[config.mk]
export PLATFORM = sky130hd
export DESIGN_NAME = cfg_access_engine
export DESIGN_NICKNAME = d
export VERILOG_FILES = /design/src/rtl/cfg_access_engine.sv
export SDC_FILE = /design/constraint.sdc
export NUM_CORES = 1
export LEC_CHECK = 0
export BUFFER_PORTS_ARGS = -buffer_cell sky130_fd_sc_hd__buf_2
export CAP_MARGIN = 0
export CORE_MARGIN = 8
export CORE_UTILIZATION = 39
export CTS_CLUSTER_DIAMETER = 40
export CTS_CLUSTER_SIZE = 20
export DETAILED_ROUTE_END_ITERATION = 8
export GPL_ROUTABILITY_DRIVEN = 0
export REMOVE_ABC_BUFFERS = 1
export SYNTH_ARGS = -nofsm -noshare
export SYNTH_HDL_FRONTEND = slang
export SYNTH_SLANG_ARGS = --single-unit
[constraint.sdc]
create_clock -name clk -period 2.8 [get_ports clk]
set_clock_uncertainty 0.1 [all_clocks]
set_input_delay 0.84 -clock clk [delete_from_list [all_inputs] [get_ports clk]]
set_output_delay 0.84 -clock clk [all_outputs]
set_load 0.005 [all_outputs]
[src/rtl/cfg_access_engine.sv]
module cfg_access_engine #(
  parameter int TMO  = 16,
  parameter int RUNS = 8
) (
  input  logic        clk,
  input  logic        rst_n,
  input  logic        req_valid,
  input  logic        req_write,
  input  logic [7:0]  req_bus,
  input  logic [4:0]  req_dev,
  input  logic [2:0]  req_fn,
  input  logic [7:0]  req_off,
  input  logic [2:0]  req_size,
  input  logic [31:0] req_wdata,
  input  logic        errata_mode,
  input  logic        abort_clr,
  output logic        busy,
  output logic        done,
  output logic        bad_reg,
  output logic        not_found,
  output logic [31:0] rd_data,
  output logic        abort_sts,
  output logic        tgt_valid,
  output logic [31:0] tgt_addr,
  output logic [7:0]  tgt_cmd,
  output logic [31:0] tgt_wdata,
  input  logic        tgt_ack,
  input  logic        tgt_abort,
  input  logic [31:0] tgt_rdata
);
  localparam int TW = $clog2(TMO + 1);
  localparam int IW = $clog2(RUNS + 1);

  typedef enum logic [1:0] {S_IDLE, S_RUN, S_FIN} st_t;
  st_t st;

  logic [1:0]  lane, lane_q;
  logic [2:0]  size_q;
  logic        size_ok, is_wr, errata_q, ab_q, bad_q;
  logic [3:0]  be;
  logic [32:0] sel0;
  logic [31:0] addr_c, raw_q, mask;
  logic [TW-1:0] tmr;
  logic [IW-1:0] iter;
  logic        tmo_hit, resp, accept;

  assign lane    = req_off[1:0];
  assign size_ok = (req_size == 3'd1) || (req_size == 3'd2) || (req_size == 3'd4);
  assign accept  = (st == S_IDLE) && req_valid;

  always_comb begin
    case (req_size)
      3'd1:    be = ~(4'b0001 << lane);
      3'd2:    be = ~(4'b0011 << lane);
      default: be = 4'b0000;
    endcase
  end

  assign sel0   = 33'd1 << (6'd32 - {1'b0, req_dev});
  assign addr_c = (req_bus == 8'd0)
                ? (sel0[31:0] | {21'd0, req_fn, req_off[7:2], 2'b00})
                : {8'd0, req_bus, req_dev, req_fn, req_off[7:2], 2'b01};

  assign tmo_hit = !tgt_ack && !tgt_abort && (tmr == TW'(TMO - 1));
  assign resp    = tgt_ack || tgt_abort || tmo_hit;

  always_ff @(posedge clk or negedge rst_n) begin
    if (!rst_n) begin
      st <= S_IDLE;
      tgt_addr <= '0; tgt_cmd <= '0; tgt_wdata <= '0;
      lane_q <= '0; size_q <= '0; is_wr <= 1'b0; errata_q <= 1'b0;
      ab_q <= 1'b0; bad_q <= 1'b0; raw_q <= '0; tmr <= '0; iter <= '0;
    end else begin
      case (st)
        S_IDLE: if (accept) begin
          lane_q <= lane; size_q <= req_size; is_wr <= req_write;
          errata_q <= errata_mode; ab_q <= 1'b0; tmr <= '0; iter <= '0;
          bad_q <= !size_ok;
          tgt_addr  <= addr_c;
          tgt_cmd   <= {be, req_write ? 4'hB : 4'hA};
          tgt_wdata <= req_wdata << {lane, 3'b000};
          st <= size_ok ? S_RUN : S_FIN;
        end
        S_RUN: if (resp) begin
          if (tgt_ack) raw_q <= tgt_rdata;
          ab_q <= ab_q || tgt_abort || tmo_hit;
          tmr <= '0;
          if (!is_wr && errata_q && iter != IW'(RUNS - 1)) iter <= iter + 1'b1;
          else st <= S_FIN;
        end else begin
          tmr <= tmr + 1'b1;
        end
        default: st <= S_IDLE;
      endcase
    end
  end

  always_ff @(posedge clk or negedge rst_n) begin
    if (!rst_n) abort_sts <= 1'b0;
    else if (st == S_RUN && (tgt_abort || tmo_hit)) abort_sts <= 1'b1;
    else if (abort_clr) abort_sts <= 1'b0;
  end

  always_comb begin
    case (size_q)
      3'd1:    mask = 32'h0000_00FF;
      3'd2:    mask = 32'h0000_FFFF;
      default: mask = 32'hFFFF_FFFF;
    endcase
  end

  assign busy      = (st != S_IDLE);
  assign tgt_valid = (st == S_RUN);
  assign done      = (st == S_FIN);
  assign bad_reg   = done && bad_q;
  assign not_found = done && ab_q;
  assign rd_data   = !done ? 32'd0
                   : (ab_q || bad_q) ? 32'hFFFF_FFFF
                   : ((raw_q >> {lane_q, 3'b000}) & mask);
endmodule


Yosys cells after proc, flatten, opt, wreduce, memory -nomap -nowiden
Index checks and enable logic that the tools add are counted.

Flip-flop bits (word level): 125. Word-level logic and storage cells: 93. Output and inout bits: 110. Bits of input ports: 99.

Reductions and logical operators: 31. Equal/unequal tests: 13. Shift-type cells: 5. Bitwise operators: 4. $add $sub $neg: 3. Mux-type cells: 23.

Operators with widths (count): $mux 32 (3); $pmux 32 s2 (1); $and 32x32->32 (1); $or 32x11->32 (1); $shl 1x6->32 const A (1); $shl 32x5->32 (1); $shr 32x5->32 (1); $pmux 4 s2 (2); $mux 4 (3); $mux 5 (2); $pmux 5 s2 (1); $reduce_and 3->1 (3); $logic_and 1x1->1 (8); $logic_not 8->1 (1); $logic_or 1x1->1 (8); $mux 2 (4); $not 4->4 (2); $eq 3x1->1 const B (2); $eq 3x2->1 const B (2); $reduce_bool 2->1 (3); $sub 6x5->6 const A (1); $add 5x1->5 const B (1); $eq 5x4->1 const B (1); $mux 1 (5); 15 further kinds (21).

Logic depth before layout (Yosys ltp)
Depth after elaboration: 6. Gate-level depth with buffers: 8. Gate-level depth less buffers: 7.

Worst setup path before layout
Ideal clock, no wire load.

Path type: input-to-reg. Start: input req_off[0]. End: register tgt_cmd[6]. Stages on the path: 7. Setup time: 0.065 ns. Setup slack: 0.441 ns. Arrival time: 2.194 ns. Required time: 2.635 ns. Path buffers: 3. Cell sequence: buf_2 buf_2 buf_1 inv_1 ha_1 o221ai_1 o21a_1.

Word-level cells in the longest chain between the ends: 3. Elaborated cells on any way between the ends: 5. Those cells by class: shift (2); mux (1); bitwise (2).

RTL lines: from (decl) (RTL line 12) `input logic [7:0] req_off,`; $shl 2x2->4 / $shl 1x2->4 (equally long branches) (RTL line 54, 53); $not 4->4, on equally long branches (RTL line 54, 53); $pmux 4 s2 (*) (RTL line 52) `case (req_size)`; to (signal assigned) (RTL line 80) `tgt_cmd <= {be, req_write ? 4'hB : 4'hA};`; to (decl) (RTL line 25) `output logic [7:0] tgt_cmd,`.

Every way passes the cells marked *; elsewhere a longest branch is shown, timed or not. A chain may end at the register's enable or synchronous reset.

Worst setup path in the final report
Start: register lane_q[0]. End: output rd_data[24].

Word-level cells in the longest chain between the ends: 4.

RTL lines: from (decl) (RTL line 37) `logic [1:0] lane, lane_q;`; from (signal assigned) (RTL line 76) `lane_q <= lane; size_q <= req_size; is_wr <= req_write;`; $shr 32x5->32 (RTL line 119) `: ((raw_q >> {lane_q, 3'b000}) & mask);`; $and 32x32->32 (RTL line 119); $mux 32 (RTL line 118) `: (ab_q || bad_q) ? 32'hFFFF_FFFF`; $mux 32 (RTL line 117) `assign rd_data = !done ? 32'd0`; to (decl) (RTL line 21) `output logic [31:0] rd_data,`.

No other way between the ends.

==> flow_summary.yaml <==
status:
  status: "completed"
place:
  port_buffers: 207
  dpl_cell_area_mm2: 0.00755
  place_inst: 1037
  hpwl_mm: 13.7
finish:
  drive_gt1_frac: 0.381
  num-fill-cells: 1479
  multi_input_area_mm2: 0.00296
  seq_area_mm2: 0.00305
  nNetsFinal: 949
  fin_area_mm2: 0.00823
  area_growth_pct: 32.7
  instances_no_fill: 1073
worst_setup_path:
  path_max_fanout: 12
  max_stage_delay_ns: 0.46
  arrival_ns: 1.79
  cpLargestDelayFamily: "buffers and inverters"
  cp.required_ns: 1.86
  rrSetupSlack_ns: 0.29
  timing.rr.start: "tmr[0]"
  reg2regPathDepth: 7
  end_kind: "output pin"
  crit_buf_inv: 3
  crit_type: "reg -> out"
  start_kind: "register"
  path_cells: "clkbuf_16 -> a211oi_2 -> buf_4 -> nand2_1 -> a21oi_1 -> buf_2"
  r2r-end: "tmr[3]"
  cpMaxStageDelayCell: "dfrtp_2"
pwr:
  max-vdd-ir-drop_mv: 0.451
  powerDensity_mw_per_mm2: 1020
  leakage_nw: 4.06
floorplanning:
  coreArea_mm2: 0.0157
  die-area_mm2: 0.0202
  dieHeight_um: 142
  num_io_pins: 209
  die_w_um: 142
  placement_rows: 46
  initial_core_util: 0.395
global_routing:
  antenna_found_initial: 1
  gr-usage-met1: 0.230
  gr-total-overflow: 0
  grt_use_met2: 0.292
  first_global_vias: 5814
  grt_pass1_wl_mm: 29.7
  use_met3: 0.0607
  grtUsageTotal: 0.184
  grt_start_max_net_pins: 65
  grt_busiest_layer: "met2"
timing:
  maxSlewViolCount: 0
  maxSlewHeadroom: 0.511
  final.min_clock_period_ns: 2.73
  hold_slack_ns: 0.330
  max_freq_ghz: 0.367
  period_share: 0.974
  tightest_slew_ns: 0.723
  setup_viol: 0
  finalHoldViolations: 0
  rsz0062_at_grt: "true"
routing:
  wl_mm: 18.7
  dr.pass1.iters: 4
  drt_iter0_drc: 274
  drcViolationCount: 0
  vias: 5583
  wl_per_cell_um: 17.5
  post_drt_via_cell_ratio: 5.20
  postRouteAntennaNets: 0
synthesis:
  async_reset_ff_frac: 1.00
  yosysWarnings: 0
  synth_top_area_frac: 0.492
  yosysSeqAreaShare: 0.492
  synth_common_cells: "122 x dfrtp_1, 96 x nand2_1, 53 x a21oi_1"
  synth.most_common_cell: "dfrtp_1"
  yosysUniqueCellTypes: 43
  synth_area_mm2: 0.00620
  ys_ff_latch: 122
  syn_inst: 636
  synth.avg_cell_area_um2: 9.75
  synth-main-ff-cell: "dfrtp_1"
  netlist_top_cells_area: "dfrtp_1 49%, mux2_2 8.7%, mux2i_1 6.9%"
  yosys.area.top_type: "dfrtp_1"
  synth_edf_count: 0
clocking:
  clock_path_buffers: 2
  clk_latency_ns: 0.41
  cts_buffers: 17
  cts.clk_slew.worst_paths_ns: 0.06
  cts_sinks: 122
  cts_tree: "done"
  cts.htree.levels: 4
  root_buffer: "clkbuf_16"
  postCtsHoldBufs: 0
job:
  max_cap_violations: 0
worst_hold_path:
  hp-class: "in -> async"
## where the power goes
group          switching (W)  internal, W
Combinational        0.00170      0.00158
Sequential          0.000485      0.00244
Clock               0.000860      0.00133
Total                0.00304      0.00535
## metal layers
| layer | vias up | wire length (µm) |
|---|---|---|
| li1 | 2648 | - |
| met1 | 2716 | 8320 |
| met2 | 199 | 8740 |
| met3 | 20 | 1470 |
| met4 | 0 | 208 |
| met5 | - | 0 |
## sequential cells by signal, summed over array words and instances (netlist names)
name,count
raw_q,32
tgt_addr,32
st,2
ab_q,1
tmr,5
tgt_wdata,32
tgt_cmd,6
size_q,3
bad_q,1
errata_q,1
lane_q,2
abort_sts,1
iter,4
## final cells by class
type / instances / share of cell area
flip-flops and latches: 122 / 0.371
well taps: 216 / 0.0328
repair buffers: 231 / 0.159
diodes: 1 / 0.000304
clock buffers: 17 / 0.0517
multi-input cells: 461 / 0.360
clock inverters: 15 / 0.0202
inverters: 10 / 0.00456
## repair_timing
item	CTS	global route
resized for setup	2	10
endpoints found under the setup margin	8	19
endpoints found under the hold margin	0	0
gates cloned	0	1
buffers inserted	0	2
pin swaps	0	2
## placed cells by master, fill, tap and decap left out, types with 3 or more instances in the layout
master        n
a211oi_1     10
a21oi_1      51
a31oi_1       3
and2_1        9
buf_12        6
buf_2       206
buf_4        18
clkbuf_16    18
clkinv_4      4
clkinvlp_4    3
dfrtp_1     121
ha_1          7
inv_1        10
inv_6         5
mux2_2       47
mux2i_1      43
nand2_1      95
nand2b_1      6
nand3_1      14
nor2_1       43
nor2b_1      12
o21a_1        3
o21ai_0      45
o21ai_1       3
o221ai_1      4
o22ai_1       5
o31ai_1      18
or2_2         3
or3_1         6
## through the flow
| step | total power [W] | worst slack, ns | setup TNS, ns | utilization |
|---|---|---|---|---|
| finish | 0.00839 | 0.0729 | 0 | 0.524 |
| global route | 0.00896 | -0.0232 | -0.0498 | 0.524 |
| CTS | 0.00834 | 0.0271 | 0 | 0.519 |
| detailed placement | 0.00610 | 0.238 | 0 | 0.481 |
| global placement | 0.00600 | 0.373 | 0 | 0.481 |
| floorplan | 0.00460 | -1.31 | -51.04 | - |
## cell families after synthesis
logic type,Yosys count,share of synthesized area
adders and majority gates,7,0.0141
muxes,91,0.157
xor gates and xnor gates,2,0.00283
AOI/OAI and AO/OA,149,0.138
DFF,122,0.492
buffers and inverters,53,0.0357
and+or+nand+nor,211,0.160
other,1,0.000605
## worst max-delay path by stage
stage	start	endpoint	slack [ns]	cells past startpoint
after floorplan	req_valid	tgt_addr[18]	-1.31	4
after global placement	req_bus[4]	tgt_addr[18]	0.37	5
after detailed placement	req_bus[4]	tgt_addr[20]	0.24	5
after CTS	lane_q[0]	rd_data[2]	0.03	5
after global routing	size_q[1]	rd_data[22]	-0.02	6
final	lane_q[0]	rd_data[24]	0.07	6
(Power assumes the default switching activity.)
